**src/rtl/wdt_pkg.sv**
```systemverilog
package wdt_pkg;

  localparam int unsigned ADDR_W = 4;
  localparam int unsigned CRV_W  = 12;
  localparam int unsigned PRE_W  = 12;
  localparam int unsigned PLS_W  = 5;

  localparam logic [11:0] ZMODE_KEY = 12'hABC;
  localparam logic [11:0] CCTL_KEY  = 12'h248;
  localparam logic [31:0] KICK_WORD = 32'h0000_1999;

  typedef enum logic [1:0] {
    REG_ZMODE = 2'd0,
    REG_CCTL  = 2'd1,
    REG_KICK  = 2'd2,
    REG_STAT  = 2'd3
  } reg_sel_e;

  typedef struct packed {
    logic [1:0] plen;
    logic       irq_en;
    logic       rst_en;
    logic       run;
  } zmode_t;

  typedef struct packed {
    logic [CRV_W-1:0] crv;
    logic [1:0]       psel;
  } cctl_t;

  function automatic logic [PRE_W-1:0] pre_limit(input logic [1:0] sel);
    logic [PRE_W-1:0] lim;
    case (sel)
      2'd0:    lim = 12'd7;
      2'd1:    lim = 12'd63;
      2'd2:    lim = 12'd511;
      default: lim = 12'd4095;
    endcase
    return lim;
  endfunction

  function automatic logic [PLS_W-1:0] pulse_len(input logic [1:0] code);
    return PLS_W'(5'd2 << code);
  endfunction

endpackage

```
**src/rtl/wdt_regs.sv**
```systemverilog
module wdt_regs
  import wdt_pkg::*;
(
  input  logic              clk,
  input  logic              rst_n,
  input  logic              reg_wr,
  input  logic [ADDR_W-1:0] reg_addr,
  input  logic [31:0]       reg_wdata,
  input  logic              stat,
  output zmode_t            zmode,
  output cctl_t             cctl,
  output logic              kick,
  output logic [31:0]       reg_rdata
);

  reg_sel_e sel;
  logic     aligned;
  logic     zm_we;
  logic     cc_we;
  zmode_t   zm_d, zm_q;
  cctl_t    cc_d, cc_q;

  assign sel     = reg_sel_e'(reg_addr[3:2]);
  assign aligned = (reg_addr[1:0] == 2'b00);

  assign zm_we = reg_wr && aligned && (sel == REG_ZMODE) &&
                 (reg_wdata[23:12] == ZMODE_KEY);
  assign cc_we = reg_wr && aligned && (sel == REG_CCTL) &&
                 (reg_wdata[25:14] == CCTL_KEY);
  assign kick  = reg_wr && aligned && (sel == REG_KICK) &&
                 (reg_wdata == KICK_WORD);

  always_comb begin
    zm_d = zm_q;
    if (zm_we) begin
      zm_d.run    = reg_wdata[0];
      zm_d.rst_en = reg_wdata[1];
      zm_d.irq_en = reg_wdata[2];
      zm_d.plen   = reg_wdata[5:4];
    end
  end

  always_comb begin
    cc_d = cc_q;
    if (cc_we) begin
      cc_d.crv  = reg_wdata[13:2];
      cc_d.psel = reg_wdata[1:0];
    end
  end

  always_ff @(posedge clk or negedge rst_n) begin
    if (!rst_n) begin
      zm_q <= '0;
      cc_q <= '0;
    end else begin
      zm_q <= zm_d;
      cc_q <= cc_d;
    end
  end

  always_comb begin
    reg_rdata = '0;
    if (aligned) begin
      case (sel)
        REG_ZMODE: reg_rdata = {26'b0, zm_q.plen, 1'b0, zm_q.irq_en, zm_q.rst_en, zm_q.run};
        REG_CCTL:  reg_rdata = {18'b0, cc_q.crv, cc_q.psel};
        REG_STAT:  reg_rdata = {31'b0, stat};
        default:   reg_rdata = '0;
      endcase
    end
  end

  assign zmode = zm_q;
  assign cctl  = cc_q;

  AST_ZMODE_KEY: assert property (@(posedge clk) disable iff (!rst_n)
    (reg_wr && (reg_addr == 4'h0) && (reg_wdata[23:12] != ZMODE_KEY)) |=> $stable(zm_q));

  AST_CCTL_KEY: assert property (@(posedge clk) disable iff (!rst_n)
    (reg_wr && (reg_addr == 4'h4) && (reg_wdata[25:14] != CCTL_KEY)) |=> $stable(cc_q));

endmodule

```
**src/rtl/wdt_prescaler.sv**
```systemverilog
module wdt_prescaler
  import wdt_pkg::*;
(
  input  logic       clk,
  input  logic       rst_n,
  input  logic       run,
  input  logic       kick,
  input  logic [1:0] psel,
  output logic       tick
);

  logic [PRE_W-1:0] pre_d, pre_q;
  logic [PRE_W-1:0] limit;

  assign limit = pre_limit(psel);
  assign tick  = run && !kick && (pre_q == limit);

  always_comb begin
    pre_d = pre_q;
    if (!run || kick || tick) pre_d = '0;
    else                      pre_d = pre_q + PRE_W'(1);
  end

  always_ff @(posedge clk or negedge rst_n) begin
    if (!rst_n) pre_q <= '0;
    else        pre_q <= pre_d;
  end

  AST_TICK_SPACING: assert property (@(posedge clk) disable iff (!rst_n)
    tick |=> !tick);

  AST_IDLE_NO_TICK: assert property (@(posedge clk) disable iff (!rst_n)
    !run |-> !tick);

endmodule

```
**src/rtl/wdt_counter.sv**
```systemverilog
module wdt_counter
  import wdt_pkg::*;
#(
  parameter int unsigned LOW_BITS = 12
) (
  input  logic             clk,
  input  logic             rst_n,
  input  logic             run,
  input  logic             kick,
  input  logic             tick,
  input  logic [CRV_W-1:0] crv,
  output logic             at_zero
);

  localparam int unsigned CNT_W = CRV_W + LOW_BITS;

  logic [CNT_W-1:0] reload;
  logic [CNT_W-1:0] cnt_d, cnt_q;

  assign reload  = {crv, {LOW_BITS{1'b1}}};
  assign at_zero = (cnt_q == '0);

  always_comb begin
    cnt_d = cnt_q;
    if (!run || kick)           cnt_d = reload;
    else if (tick && !at_zero)  cnt_d = cnt_q - CNT_W'(1);
  end

  always_ff @(posedge clk or negedge rst_n) begin
    if (!rst_n) cnt_q <= {CRV_W'(0), {LOW_BITS{1'b1}}};
    else        cnt_q <= cnt_d;
  end

  AST_NO_RELOAD_WITHOUT_KICK: assert property (@(posedge clk) disable iff (!rst_n)
    (run && !kick) |=> (cnt_q <= $past(cnt_q)));

  AST_HOLD_WHEN_IDLE: assert property (@(posedge clk) disable iff (!rst_n)
    !run |=> (cnt_q == $past(reload)));

endmodule

```
**src/rtl/wdt_timeout.sv**
```systemverilog
module wdt_timeout
  import wdt_pkg::*;
(
  input  logic       clk,
  input  logic       rst_n,
  input  logic       run,
  input  logic       kick,
  input  logic       at_zero,
  input  logic       irq_en,
  input  logic       rst_en,
  input  logic [1:0] plen,
  output logic       stat,
  output logic       irq_o,
  output logic       rst_o
);

  logic             fire;
  logic             stat_d, stat_q;
  logic [PLS_W-1:0] pls_d, pls_q;

  assign fire = run && at_zero && !stat_q && !kick;

  always_comb begin
    stat_d = stat_q;
    if (kick)      stat_d = 1'b0;
    else if (fire) stat_d = 1'b1;
  end

  always_comb begin
    pls_d = pls_q;
    if (fire && rst_en)     pls_d = pulse_len(plen);
    else if (pls_q != '0)   pls_d = pls_q - PLS_W'(1);
  end

  always_ff @(posedge clk or negedge rst_n) begin
    if (!rst_n) begin
      stat_q <= 1'b0;
      pls_q  <= '0;
    end else begin
      stat_q <= stat_d;
      pls_q  <= pls_d;
    end
  end

  assign stat  = stat_q;
  assign irq_o = stat_q && irq_en;
  assign rst_o = (pls_q != '0);

  AST_STAT_STICKY: assert property (@(posedge clk) disable iff (!rst_n)
    (stat_q && !kick) |=> stat_q);

  AST_PULSE_FROM_FIRE: assert property (@(posedge clk) disable iff (!rst_n)
    $rose(rst_o) |-> $past(fire));

  AST_QUIET_WHEN_MASKED: assert property (@(posedge clk) disable iff (!rst_n)
    (!rst_en && !rst_o) |=> !rst_o);

endmodule

```
**src/rtl/keyed_wdt.sv**
```systemverilog
module keyed_wdt
  import wdt_pkg::*;
#(
  parameter int unsigned LOW_BITS    = 12,
  parameter int unsigned SYNC_STAGES = 2
) (
  input  logic        clk,
  input  logic        rst_n,
  input  logic        reg_wr,
  input  logic [3:0]  reg_addr,
  input  logic [31:0] reg_wdata,
  output logic [31:0] reg_rdata,
  output logic        irq_o,
  output logic        rst_o
);

  logic [SYNC_STAGES-1:0] rst_sync;
  logic                   srst_n;
  zmode_t                 zmode;
  cctl_t                  cctl;
  logic                   kick;
  logic                   tick;
  logic                   at_zero;
  logic                   stat;

  always_ff @(posedge clk or negedge rst_n) begin
    if (!rst_n) rst_sync <= '0;
    else        rst_sync <= {rst_sync[SYNC_STAGES-2:0], 1'b1};
  end
  assign srst_n = rst_sync[SYNC_STAGES-1];

  wdt_regs u_regs (
    .clk       (clk),
    .rst_n     (srst_n),
    .reg_wr    (reg_wr),
    .reg_addr  (reg_addr),
    .reg_wdata (reg_wdata),
    .stat      (stat),
    .zmode     (zmode),
    .cctl      (cctl),
    .kick      (kick),
    .reg_rdata (reg_rdata)
  );

  wdt_prescaler u_pre (
    .clk   (clk),
    .rst_n (srst_n),
    .run   (zmode.run),
    .kick  (kick),
    .psel  (cctl.psel),
    .tick  (tick)
  );

  wdt_counter #(.LOW_BITS(LOW_BITS)) u_cnt (
    .clk     (clk),
    .rst_n   (srst_n),
    .run     (zmode.run),
    .kick    (kick),
    .tick    (tick),
    .crv     (cctl.crv),
    .at_zero (at_zero)
  );

  wdt_timeout u_tmo (
    .clk     (clk),
    .rst_n   (srst_n),
    .run     (zmode.run),
    .kick    (kick),
    .at_zero (at_zero),
    .irq_en  (zmode.irq_en),
    .rst_en  (zmode.rst_en),
    .plen    (zmode.plen),
    .stat    (stat),
    .irq_o   (irq_o),
    .rst_o   (rst_o)
  );

  AST_RESET_QUIET: assert property (@(posedge clk)
    !srst_n |-> (!irq_o && !rst_o));

endmodule

```
**config.mk**
```make
export PLATFORM = sky130hd
export DESIGN_NAME = keyed_wdt
export DESIGN_NICKNAME = d
export VERILOG_FILES = /design/src/rtl/wdt_pkg.sv /design/src/rtl/wdt_regs.sv /design/src/rtl/wdt_prescaler.sv /design/src/rtl/wdt_counter.sv /design/src/rtl/wdt_timeout.sv /design/src/rtl/keyed_wdt.sv
export SDC_FILE = /design/constraint.sdc
export NUM_CORES = 1
export LEC_CHECK = 0
export ABC_AREA = 1
export BUFFER_PORTS_ARGS = -buffer_cell sky130_fd_sc_hd__buf_4
export CAP_MARGIN = 30
export CORE_ASPECT_RATIO = 0.7
export CORE_MARGIN = 2
export CORE_UTILIZATION = 60
export CTS_CLUSTER_DIAMETER = 200
export DETAILED_ROUTE_END_ITERATION = 10
export MAX_ROUTING_LAYER = met4
export PLACE_DENSITY = 0.95
export SYNTH_ARGS = -nofsm -noshare
export SYNTH_HDL_FRONTEND = slang
export SYNTH_HIERARCHICAL = 1
export SYNTH_SLANG_ARGS = --single-unit
```
**constraint.sdc**
```tcl
create_clock -name clk -period 3.2 [get_ports clk]
set_input_delay 0.48 -clock clk [delete_from_list [all_inputs] [get_ports clk]]
set_output_delay 0.48 -clock clk [all_outputs]
set_load 0.005 [all_outputs]
```
# Yosys cells after proc, flatten, opt, wreduce, memory -nomap -nowiden
# Index checks and enable logic that the tools add are counted.
word_totals:
  in_bits: 39
  ff_bits: 63
  wordCells: 63
  output_inout_bits: 34
op_classes:
  n_eq_ne: 9
  shifts: 1
  n_mux: 10
  addsub: 3
  n_reduce_logical: 29
ops:
  columns: ["cell", "count"]
  rows:
  - ["2-to-1 mux 24 bit", 2]
  - ["one-hot mux 14 bit (3 select lines)", 1]
  - ["one-hot mux 12 bit (3 select lines)", 1]
  - ["equality test 32 x 13 -> 1 bit, second input constant", 1]
  - ["2-to-1 mux 32 bit", 1]
  - ["logical NOT 24 bit", 1]
  - ["subtractor 24 x 1 -> 24 bit, second input constant", 1]
  - ["logical AND 1 bit", 15]
  - ["adder 12 x 1 -> 12 bit, second input constant", 1]
  - ["equality test 12 x 10 -> 1 bit, second input constant", 1]
  - ["equality test 12 bit", 1]
  - ["equality test 12 bit, second input constant", 1]
  - ["2-to-1 mux 12 bit", 1]
  - ["2-to-1 mux 5 bit", 2]
  - ["equality test 2 bit, second input constant", 3]
  - ["logical NOT 2 bit", 3]
  - ["nonzero test 2 bit", 3]
  - ["nonzero test 5 bit", 1]
  - ["left shift 2 x 2 -> 5 bit, first input constant", 1]
  - ["subtractor 5 x 1 -> 5 bit, second input constant", 1]
  - ["equality test 2 x 1 -> 1 bit, second input constant", 2]
  - ["logical NOT 1 bit", 4]
  - ["logical OR 1 bit", 2]
  - ["2-to-1 mux 1 bit", 2]

# Depth between registers and ports, before layout
# Gate-level depths: netlist (run 1).
logic_depth:
  depth_word: 10
  ltp_mapped: 15
  mapped_depth_nobuf: 14

# Modules after synthesis
# Netlist (run 1), hierarchy kept.
by_module_without_submodules:
  columns: ["module", "seq_area_each_um2", "cells_per_inst", "area_per_inst_um2", "instances"]
  rows:
  - ["wdt_counter", 615.6, 272, 1745.4, 1]
  - ["wdt_regs", 475.5, 202, 1383.8, 1]
  - ["wdt_prescaler", 300.3, 107, 793.3, 1]
  - ["wdt_timeout", 150.1, 55, 417.9, 1]
  - ["keyed_wdt", 50.0, 3, 53.8, 1]

# Worst setup path before layout (run 1)
# No wires, ideal clock.
synth_path:
  path_type: "input port to flip-flop"
  start: "input port reg_addr[1]"
  end: "register u_cnt.cnt_q[13]"
  cell_stages: 10
  required_ns: 3.079
  n_path_buf: 1
  setup_ns: 0.121
  t_arrival_ns: 1.973
  setup_slack_ns: 1.106
  path_cell_list: "nor2_2 > nand2_2 > nor2_8 > nand3_1 > nor2_1 > nor2_1 > buf_2 > or2_2 > nand3_1 > o21ai_1"
synth_via:
  elab_chain_cells: 9
  elab_cells_between_ends: 11
  classes_between: "1 x mux; 10 x reduce/logical"
synth_rtl:
  columns: ["item", "line", "source"]
  rows:
  - ["from (decl)", "keyed_wdt.sv:10", "input logic [3:0] reg_addr,"]
  - ["logical NOT 2 bit *", "wdt_regs.sv:24", "assign aligned = (reg_addr[1:0] == 2'b00);"]
  - ["logical AND 1 bit * (3 in a row)", "wdt_regs.sv:30", "assign kick = reg_wr && aligned && (sel == REG_KICK) &&"]
  - ["net kick", "keyed_wdt.sv:21", "logic kick;"]
  - ["logical NOT 1 bit", "wdt_prescaler.sv:16", "assign tick = run && !kick && (pre_q == limit);"]
  - ["logical AND 1 bit (2 in a row)", "wdt_prescaler.sv:16", null]
  - ["logical AND 1 bit", "wdt_counter.sv:26", "else if (tick && !at_zero) cnt_d = cnt_q - CNT_W'(1);"]
  - ["nonzero test 2 bit (no source line)", null, null]
  - ["to (signal assigned)", "wdt_counter.sv:30", "if (!rst_n) cnt_q <= {CRV_W'(0), {LOW_BITS{1'b1}}};"]
  - ["to (signal assigned)", "wdt_counter.sv:31", "else cnt_q <= cnt_d;"]
  - ["to (decl)", "wdt_counter.sv:18", "logic [CNT_W-1:0] cnt_d, cnt_q;"]
# The timed path passes the listed nets; every way through them passes the cells marked *.
# A chain may end at the register's enable or synchronous reset.

# Worst setup path after layout (run 1)
layout_path:
  start: "register u_cnt.cnt_q[9]"
  end: "register u_tmo.pls_q[1]"
layout_via:
  elab_chain_cells: 6
  elab_cells_between_ends: 7
  classes_between: "1 x mux; 6 x reduce/logical"
layout_rtl:
  columns: ["item", "line", "source"]
  rows:
  - ["logical NOT 24 bit *", "wdt_counter.sv:21", "assign at_zero = (cnt_q == '0);"]
  - ["net at_zero", "keyed_wdt.sv:23", "logic at_zero;"]
  - ["logical AND 1 bit * (3 in a row)", "wdt_timeout.sv:21", "assign fire = run && at_zero && !stat_q && !kick;"]
  - ["logical AND 1 bit *", "wdt_timeout.sv:31", "if (fire && rst_en) pls_d = pulse_len(plen);"]
  - ["2-to-1 mux 5 bit or nonzero test 2 bit (tied branches)", null, null]
  - ["to (signal assigned)", "wdt_timeout.sv:41", "pls_q <= pls_d;"]
  - ["to (decl)", "wdt_timeout.sv:19", "logic [PLS_W-1:0] pls_d, pls_q;"]
# Marked as above.

==> summary.md, run 1 <==
| Metric | Value |
|---|---|
| Outcome | completed |
| Power share of the clock group | about half |
| Finished Cell Area | 5080 µm² |
| Placed inst area | just under 5000 µm² |
| Synthesis-stage register bit count | 63 |
| DP Cell Count | around 780 |
| Gate power share | under 10% |
| Pint | between 1 and 1.5 mW |
| VDD IR-drop max | roughly 210 µV |
| Final hold vios | 0 |
| Maximum fanout along the worst path | 6 |
| First-pass GRT wire length | 18,970 µm |
| Post-synth EDFFs | 0 |
| Share of the synthesized area in the top cell type | 29.04% |
| Core Footprint | between 7000 and 8000 µm² |
| Root buf cell | clkbuf_8 |
| Critical path type | reg -> reg |
| Post-CTS setup buffers | 0 |
| Iter 0 DRT Violations | around 430 |
| H-tree depth | 3 |
| Post-Syn Area | between 4000 and 5000 µm² |
| Post-cts sizing count | 0 |
| Worst hold slack | about 360 ps |
| Chip height | around 76 µm |
| Crit path time final | roughly 2400 ps |
| Sw frac | between 20% and 30% |
| Final setup vio count | 0 |
| Psw | between 0.3 and 0.4 mW |
| Synth unique cells | 36 |
| Top-count cell post-synth | nand2_1 |
| Unrepaired setup endpoints after global routing | false |
| Initial Utilization | just over 60% |
| Row count | 26 |
| HP Class | reg -> reg |
| Most used DFF post-synth | dfrtp_1 |
| Crit path cell chain | nor2_1 -> nand2_2 -> nor2_4 -> nand3_1 -> nor4_1 -> nand2_1 -> nor2_2 -> nand2_2 -> nand2_1 -> nand2_1 -> nand2_1 -> nand2_1 |
| Nature of the critical path startpoint | register |
| Worst-path clk slew | approximately 80 ps |
| Layout Cells excl Fill | 800 |
| CTS Buf Count | 9 |
| CTS hold repair buffers | 1 |
| 1st-pass router iterations | 6 |
| Sequential area share after synthesis | around 36% |
| Post-synthesis instance total | ~640 |
| Sink Count | 63 |
| Vias in the first global route | approximately 4,100 |
| Relative slew slack | about two fifths |
| Total power | 1.822 mW |
| Largest net degree at the start of global routing | 62 |
| Remaining antenna violation count | 0 |
| Port buffer count | 54 |
| Sequential Power Share | about 44% |
| Post-synth ARST share | 100.0% |
| Die ar. | roughly 8000 µm² |
| Top post-synthesis cells by area | dfrtp_1, nand2_1, nand3_1 |
| Hpwl dp | ~8400 µm |
| Drt drc | 0 |
| Initial antenna violation count | 0 |
| CP endpoint kind | register |
| Routability Congestion | 0.9398 |
| Tcrit/Tclk final | approximately 75% |
| Worst skew pair latency | between 300 and 400 ps |
| GRT Total Usage | ~31% |
| Routed len/inst | about 15 µm |
| Skew final | between 10 and 15 ps |
| Arrival time worst endpoint | 2660 ps |
| Setup tns final | 0 ps |
| Pwr Density | roughly 360 nW/µm² |
| Yosys top cell by area | dfrtp_1 |
| Leakage power | approximately 2.5 nW |
| Vias per cell | 5.551 |
| Worst Setup Slack, final | roughly 800 ps |
| Fin util | 70.66% |
| Dpl ws | 521.5 ps |
| CP peak stage delay | between 500 and 600 ps |
| CTS tree | done |
| Nets@finish | between 700 and 800 |
| Grt ovf | 0 |
| Layout area overhead | 15.60% |
| Share of post-route cells with drive strength above 1 | 21.51% |
| Synth warn | 6 |
| # IOs | 73 |
| Max Cap Viol | 0 |
| Final slew viol count | 0 |
| Most Frequent Cell on Critical Path | nand2_1 |
| Syn avg cell area | roughly 7 µm² |
| Die width | approximately 110 µm |
| Number of inserted diodes | 0 |
| F_max | 415.9 MHz |
| Slew of the pin with the lowest slew margin | 907.6 ps |
| WL final | roughly 12,000 µm |
| Worst path required time | 3450 ps |
| CP max-delay cell | nor4_1 |
| DR vias | around 4,400 |
| Commonest cells in the netlist | nand2_1, nor2_1, nand3_1 |
| Clock tree buffer depth | 2 |
-- cell type report --
class	count	area, µm²
Multi-Input combinational cell	490	2359
Clock inverter	6	132.6
Clock buffer	10	127.6
Inverter	72	285.3
Fill cell	558	2110
Timing Repair Buffer	61	460.4
Tap cell	98	122.6
Sequential cell	63	1593
-- logic make-up (layout without fill, tap and decap cells) --
family                     Yosys count  in the layout  synth area share (%)
AOI/OAI and AO/OA                   31             31                 3.673
xor gates and xnor gates            10             10                 1.993
adders and majority gates            4              4                 1.139
other                                2             19                0.1709
buffers and inverters              103            149                 11.62
DFF                                 63             63                 36.22
and+or+nand+nor                    426            426                 45.19
-- critical path, delay by kind of cell (launching register included) --
kind | cells | cell delay (ps)
AND/OR/NAND/NOR | 12 | 1920
flip-flops | 1 | 400
-- power by group through the flow --
stage	Sequential, mW	Clock [mW]	Combinational, mW
6_report	0.799	0.921	0.102
5_1_grt	0.799	0.962	0.114
4_1_cts	0.799	0.934	0.100
3_5_place_dp	0.814	0	0.0986
3_3_place_gp	0.813	0	0.0950
2_1_floorplan	0.824	0	0.0475
-- metal layers --
| layer | track usage, % | part of all wire [%] | wire length, µm |
|---|---|---|---|
| met3 | 6.758 | 9.1 | 1059 |
| met2 | 51.64 | 46 | 5413 |
| met1 | 39.31 | 42 | 4906 |
| met4 | 9.503 | 2.7 | 321 |
| met5 | - | 0 | 0 |
-- path summary, 6_finish.rpt --
path                                             from                          to  slack [ps]  depth (start not counted)
max                        u_cnt/cnt_q[9]$_DFFE_PN1P_  u_tmo/pls_q[1]$_DFFE_PN0P_         800                         12
min                             rst_sync[0]$_DFF_PN0_       rst_sync[1]$_DFF_PN0_         360                          0
max reg2reg                u_cnt/cnt_q[9]$_DFFE_PN1P_  u_tmo/pls_q[1]$_DFFE_PN0P_         800                         12
min reg2reg                     rst_sync[0]$_DFF_PN0_       rst_sync[1]$_DFF_PN0_         360                          0
max in group asynchronous       rst_sync[1]$_DFF_PN0_    u_pre/pre_q[1]$_DFF_PN0_        2250                          1
min in group asynchronous       rst_sync[1]$_DFF_PN0_  u_regs/cctl[7]$_DFFE_PN0P_         430                          1
-- sequential cells by signal (all words and copies together), names as in the netlist --
name / cells
rst_sync: 2
u_cnt/cnt_q: 24
u_pre/pre_q: 12
u_regs/cctl: 14
u_regs/zmode: 5
u_tmo/pls_q: 5
u_tmo/stat: 1
-- layout by cell type (no fill, tap or decap), types with 12 or more instances in the layout --
cell type / synthesis / routed
nand2_1: 193 / 193
nor2_1: 82 / 81
nand3_1: 79 / 79
inv_1: 63 / 63
buf_4: 20 / 60
dfrtp_1: 51 / 50
nor2_2: 22 / 23
conb_1: 2 / 19
nand4_1: 15 / 15
a21oi_1: 13 / 13
dfstp_2: 12 / 12
Note: power is estimated with default switching activity, not from simulation.
==> run 2, diff against run 1 <==
ABC_AREA = 0   (was 1)
CORE_UTILIZATION = 50   (was 60)
PLACE_DENSITY = 0.87   (was 0.95)
clock period = 2.1 ns   (was 3.2 ns; I/O delays follow)
==> summary.md, run 2 <==
| Metric | Value |
|---|---|
| Drt drc | 0 (unchanged) |
| Arrival time worst endpoint | 2820 ps (+160 ps) |
| VDD IR-drop max | 444.0 µV (+110%) |
| Hpwl dp | 7095 µm (-16%) |
| Startpoint of the worst hold path | reg_wdata[7] |
| DP Cell Count | 550 (-30%) |
| H-tree depth | 3 (unchanged) |
| Commonest cells in the netlist | dfrtp_1, nand2_1, nor2_1 |
| Reg2Reg Capture Point | u_cnt/cnt_q[21]$_DFFE_PN0P_ |
| Remaining antenna violation count | 0 (unchanged) |
| Outcome | finished, violations left |
| Reg with most FFs | u_cnt/cnt_q |
| CTS Buf Count | 9 (unchanged) |
| Failing checks | setup timing |
| Clock tree buffer depth | 2 (unchanged) |
| Tcrit/Tclk final | 121.0% (+46 points) |
| Unrepaired setup endpoints after global routing | true |
| GRT Total Usage | 26.27% (-5.0 points) |
| Die ar. | 8164 µm² (+1.6%) |
| CP bufs+invs | 0 (unchanged) |
| Critical path type | reg -> reg |
| Die width | 107.1 µm (+0.81%) |
| Hold depth | 2 (+2) |
| Post-synth EDFFs | 0 (unchanged) |
| Nets@finish | 516 (-30%) |
| Worst path required time | 2380 ps (-1070 ps) |
| Family with the most delay on the worst path | simple AND/OR/NAND/NOR gates |
| CP max-delay cell | dfrtp_2 |
| Slew of the pin with the lowest slew margin | 698.2 ps (-209.4 ps) |
| Yosys top cell by area | dfrtp_1 |
| Largest net degree at the start of global routing | 62 (unchanged) |
| Share of the synthesized area in the top cell type | 34.27% (+5.2 points) |
| Worst r2r src | u_regs/cctl[1]$_DFFE_PN0P_ |
| Crit path cell chain | nor4b_4 -> o21ai_2 -> a221oi_4 -> nor2b_4 -> nor3b_4 -> nand2_2 -> or4_1 -> xor2_1 -> o21ai_1 |
| Number of inserted diodes | 0 (unchanged) |
| Routed len/inst | 17.88 µm (+22%) |
| Iter 0 DRT Violations | 300 (-30%) |
| Max Cap Viol | 0 (unchanged) |
| Root buf cell | clkbuf_8 |
| Worst skew pair latency | 360 ps (about the same) |
| Cell count along the critical path | 9 (-3) |
| Post-synth ARST share | 100.0% (unchanged) |
| Post-synthesis instance total | 366 (-43%) |
| Reg2reg setup slack | -440 ps (-1240 ps) |
| CP peak stage delay | 480 ps (-70 ps) |
| Share of post-route cells with drive strength above 1 | 43.51% (+22 points) |
| Grt ovf | 0 (unchanged) |
| Pwr Density | 521.6 nW/µm² (+45%) |
| Relative slew slack | 53.36% (+14 points) |
| Sequential area share after synthesis | 42.74% (+6.5 points) |
| Dpl ws | -695.6 ps (-1217 ps) |
| FF-to-FF path depth | 9 (-3) |
| Sink Count | 63 (unchanged) |
| First-pass GRT wire length | 16,240 µm (-14%) |
| Hold Path Sink | u_regs/cctl[7]$_DFFE_PN0P_ |
| Layout Cells excl Fill | 576 (-28%) |
| Commonest non-fill, non-tap cell in the layout | buf_4 |
| Final setup vio count | 23 (+23) |
| Fin util | 70.89% (+0.23 points) |
| Vias in the first global route | 3,291 (-19%) |
| # IOs | 73 (unchanged) |
| Layout area overhead | 38.10% |
| Core Footprint | 7254 µm² (+0.90%) |
| Skew final | 8.782 ps (-4.688 ps) |
| Chip height | 76.20 µm (+0.79%) |
| Commonest cells after routing, fill and taps aside | buf_4, dfrtp_1, nand2_1 |
| Port buffer count | 54 (unchanged) |
| CTS tree | done |
| Initial Utilization | 51.33% (-9.8 points) |
| Row count | 26 (unchanged) |
| Final slew viol count | 0 (unchanged) |
| WL final | 10,300 µm (-12%) |
| Crit path time final | 2540 ps (+135.6 ps) |
| Worst-path clk slew | 70 ps (about the same) |
| Most used DFF post-synth | dfrtp_1 |
| Top-count cell post-synth | dfrtp_1 |
| F_max | 393.7 MHz (-5.3%) |
| Setup tns final | -7348 ps (-7348 ps) |
| Vias per cell | 5.670 (+2.1%) |
| Final hold vios | 0 (unchanged) |
| Synthesis-stage register bit count | 63 (unchanged) |
| Top post-synthesis cells by area | dfrtp_1, dfstp_2, mux2_2 |
| Post-Syn Area | 3724 µm² (-15%) |
| Syn avg cell area | 10.17 µm² (+48%) |
| Worst Setup Slack, final | -440.1 ps (-1236 ps) |
| Max reg flops | 24 (unchanged) |
| CP endpoint kind | register |
| Maximum fanout along the worst path | 6 (unchanged) |
| Synth unique cells | 57 (+58%) |
| Synth warn | 6 (unchanged) |
| HP Class | in -> reg |
| Initial antenna violation count | 0 (unchanged) |
| Nature of the critical path startpoint | register |
| Leakage power | 2.293 nW (-8.2%) |
| Routability Congestion | 0.9222 (-1.9%) |
| DR vias | 3,266 (-26%) |
| 1st-pass router iterations | 5 (-1) |
## run 2: what timing repair did
action,4_1_cts,5_1_grt
pin swaps,19,16
resized for setup,18,25
hold endpoints to repair,2,0
gates cloned,0,0
buffers inserted,6,5
hold buffers,1,0
endpoints found under the setup margin,26,29
## run 2: cell families (layout without fill, tap and decap cells)
kind of cell,after synthesis,after routing,share of synthesized area [%]
other,2,19,0.2017
xor gates and xnor gates,26,26,6.116
adders and majority gates,4,4,1.344
AOI/OAI and AO/OA,46,46,8.602
and+or+nand+nor,160,160,26.88
muxes,26,26,7.661
DFF,63,63,42.74
buffers and inverters,39,134,6.452
## run 2: report_power, final
group / switching [mW] / internal, mW
sequential: 0.00146 / 1.22
combinational: 0.0813 / 0.0815
clock: 0.485 / 0.816
## run 2: worst max path at each step
stage,startpoint,endpoint,slack [ps]
finish,u_regs/cctl[1]$_DFFE_PN0P_,u_cnt/cnt_q[21]$_DFFE_PN0P_,-440
global route,u_regs/cctl[1]$_DFFE_PN0P_,u_cnt/cnt_q[13]$_DFFE_PN0P_,-570
CTS,u_pre/pre_q[7]$_DFF_PN0_,u_cnt/cnt_q[21]$_DFFE_PN0P_,-430
detailed placement,reg_wdata[2],u_cnt/cnt_q[18]$_DFFE_PN0P_,-700
global placement,reg_wdata[17],u_cnt/cnt_q[18]$_DFFE_PN0P_,-670
floorplan,u_pre/pre_q[6]$_DFF_PN0_,u_cnt/cnt_q[17]$_DFFE_PN0P_,-440
## run 2: final cells by class
| class | instances | area [µm²] |
|---|---|---|
| multi-input combinational | 281 | 2257 |
| fill | 492 | 2112 |
| sequential | 63 | 1597 |
| timing repair buffer | 111 | 894.6 |
| clock buffer | 10 | 137.6 |
| tap | 98 | 122.6 |
| clock inverter | 6 | 107.6 |
| inverter | 7 | 26.28 |
## run 2: routing by layer
layer  GRT usage (%)  wire length [µm]  part of all wire (%)  vias up
li1                -                 -                     -     1496
met1           33.85              4329                    42     1600
met2           40.25              5046                    49      142
met3           6.843               696                   6.8       28
met4           9.221               223                   2.2        0
met5               -                 0                     0        -
## run 2: stage by stage
stage	area (µm²)	power (mW)	hold slack, ps
5_1_grt	5142	2.769	195.6
3_3_place_gp	4586	1.383	97.34
6_report	5142	2.682	196.9
4_1_cts	4992	2.695	183.8
2_1_floorplan	3900	1.310	19.41
3_5_place_dp	4586	1.386	98.20
==> run 3, diff against run 2 <==
BUFFER_PORTS_ARGS = unset   (was -buffer_cell sky130_fd_sc_hd__buf_4)
CAP_MARGIN = 20   (was 30)
CORE_UTILIZATION = 58   (was 50)
DONT_BUFFER_PORTS = 1   (was unset)
==> summary.md, run 3 (synthesis gave the netlist of run 2 again) <==
| Metric | Value |
|---|---|
| Worst r2r src | u_pre/pre_q[7]$_DFF_PN0_ |
| CP Launch Point | u_pre/pre_q[7]$_DFF_PN0_ |
| Iter 0 DRT Violations | 217 (-28%) |
| Grt ovf | 0 (unchanged) |
| Hold depth | 1 (-1) |
| Root buf cell | clkbuf_8 |
| Crit path time final | 2627 ps (+87.16 ps) |
| CP max-delay cell | dfrtp_2 |
| Arrival time worst endpoint | 2890 ps (+70 ps) |
| Share of post-route cells with drive strength above 1 | 37.38% (-6.1 points) |
| Wire length on met1 | 4248 µm (-1.9%) |
| Row count | 24 (-7.7%) |
| Tcrit/Tclk final | 125.1% (+4.2 points) |
| Number of inserted diodes | 0 (unchanged) |
| Remaining antenna violation count | 0 (unchanged) |
| Commonest non-fill, non-tap cell in the layout | buf_4 |
| Crit path cell chain | nor4b_4 -> o21ai_2 -> a221oi_4 -> nor2b_4 -> nor3b_4 -> and2_4 -> nand3_4 -> or3_1 -> a31oi_1 |
| Chip height | 71.04 µm (-6.8%) |
| Port buffer count | 0 (-100%) |
| HP Class | in -> reg |
| Power share of the clock group | 50.6% (+2.1 points) |
| Worst Setup Slack, final | -527.3 ps (-87.16 ps) |
| Max Cap Viol | 0 (unchanged) |
| Worst-path clk slew | 70 ps (about the same) |
| Routed len/inst | 20.11 µm (+13%) |
| Routability Congestion | 1.003 (+8.8%) |
| Leakage power | 2.012 nW (-12%) |
| Final setup vio count | 21 (-8.7%) |
| Startpoint of the worst hold path | reg_wdata[13] |
| Drt drc | 0 (unchanged) |
| Sink Count | 63 (unchanged) |
| Reg with most FFs | u_cnt/cnt_q |
| Die width | 99.77 µm (-6.9%) |
| First-pass GRT wire length | 16,090 µm (-0.89%) |
| Sequential Power Share | 47.0% (+1.6 points) |
| Psw | 0.5484 mW (-3.5%) |
| 1st-pass router iterations | 6 (+1) |
| Uppermost layer routed | met4 |
| Worst path required time | 2360 ps (-20 ps) |
| Gate power share | 2.3% (-3.8 points) |
| Slew of the pin with the lowest slew margin | 911.9 ps (+213.7 ps) |
| Initial antenna violation count | 0 (unchanged) |
| Pint | 2.054 mW (-2.8%) |
| Skew final | 6.877 ps (-1.905 ps) |
| Die ar. | 7087 µm² (-13%) |
| CP peak stage delay | 450 ps (-30 ps) |
| Worst hold slack | 113.6 ps (-83.25 ps) |
| Outcome | finished, violations left |
| Vias in the first global route | 3,205 (-2.6%) |
| Total power | 2.603 mW (-3.0%) |
| Final hold vios | 0 (unchanged) |
| FF-to-FF path depth | 9 (unchanged) |
| Max reg flops | 24 (unchanged) |
| Met3 WL | 818 µm (+18%) |
| VDD IR-drop max | 511.5 µV (+15%) |
| Initial Utilization | 59.90% (+8.6 points) |
| Clock tree buffer depth | 2 (unchanged) |
| Critical path type | reg -> reg |
| Pwr Density | 554.1 nW/µm² (+6.2%) |
| Core Footprint | 6216 µm² (-14%) |
| Relative slew slack | 39.08% (-14 points) |
| Sw frac | 21.07% (-0.11 points) |
| Layout area overhead | 26.14% |
| Nets@finish | 466 (-9.7%) |
| H-tree depth | 3 (unchanged) |
| CP endpoint kind | register |
| Nature of the critical path startpoint | register |
| F_max | 380.6 MHz (-3.3%) |
| GRT Total Usage | 30.80% (+4.5 points) |
| WL met2 | 4847 µm (-3.9%) |
| Largest net degree at the start of global routing | 23 (-63%) |
| CTS tree | done |
| Failing checks | setup timing |
| Worst skew pair latency | 350 ps (about the same) |
| CTS Buf Count | 9 (unchanged) |
| Hpwl dp | 7166 µm (+1.0%) |
| DR vias | 3,140 (-3.9%) |
| Vias per cell | 6.206 (+9.4%) |
| Unrepaired setup endpoints after global routing | true |
| WL final | 10,180 µm (-1.2%) |
| # IOs | 73 (unchanged) |
| Commonest cells after routing, fill and taps aside | buf_4, dfrtp_1, nand2_1 |
| Maximum fanout along the worst path | 5 (-1) |
| Final slew viol count | 0 (unchanged) |
[run 3: cell count changes in the layout (fill, tap and decap cells not counted), moves of 2 or more]
cell and change:
buf_4 -43, buf_6 -7, inv_1 -2, inv_2 +2, nor4b_2 +2, nor4b_4 -2
[run 3: per-stage QoR]
stage / cells / worst slack, ps / setup TNS, ps / util [%] / cell area, µm²
6_report: 506 / -527.3 / -8064 / 75.56 / 4697
5_1_grt: 506 / -667.2 / -10910 / 75.56 / 4697
4_1_cts: 500 / -455.8 / -6688 / 73.31 / 4557
3_5_place_dp: 476 / -864.2 / -25250 / 66.95 / 4161
3_3_place_gp: 476 / -807.7 / -23770 / 66.95 / 4161
2_1_floorplan: 383 / -444.4 / -7933 / - / 3900
[run 3: layer usage]
layer | vias to the layer above | global-route usage, %
met1 | 1541 | 38.77
met2 | 171 | 47.22
met5 | - | -
li1 | 1398 | -
met4 | 0 | 10.20
met3 | 30 | 10.38
[run 3: layout make-up]
cell class                 count  area (µm²)
multi-input combinational    281        2238
sequential                    63        1597
fill                         382        1519
timing repair buffer          61       493.0
clock buffer                  10       137.6
clock inverter                 6       107.6
tap                           78       97.59
inverter                       7       26.28
[run 3: final timing paths]
kind | end | slack, ps
worst max register to register | u_cnt/cnt_q[19]$_DFFE_PN0P_ | -530
worst max-delay path | u_cnt/cnt_q[19]$_DFFE_PN0P_ | -530
max in group asynchronous | u_cnt/cnt_q[10]$_DFFE_PN1P_ | 1270
min in group asynchronous | rst_sync[0]$_DFF_PN0_ | 190
worst min-delay path | u_regs/cctl[13]$_DFFE_PN0P_ | 110
worst min register to register | u_tmo/pls_q[3]$_DFFE_PN0P_ | 220
[run 3: worst max-delay path, delay by kind of cell, from the launching register on]
kind	cells	cell delay, ps
compound gates	3	610
flops	1	450
simple gates	6	1480
[run 3: power by group through the flow]
stage | sequential (mW) | clock, mW | combinational, mW
global placement | 1.25 | 0 | 0.0557
floorplan | 1.26 | 0 | 0.0543
global route | 1.22 | 1.38 | 0.0677
CTS | 1.22 | 1.33 | 0.0595
finish | 1.22 | 1.32 | 0.0602
detailed placement | 1.25 | 0 | 0.0566
[run 3: timing repair]
| action | CTS | global route |
|---|---|---|
| buffers inserted | 7 | 7 |
| hold buffers | 1 | 0 |
| setup endpoints to repair | 40 | 27 |
| hold endpoints to repair | 2 | 0 |
| resized for setup | 12 | 21 |
| pin swaps | 12 | 10 |
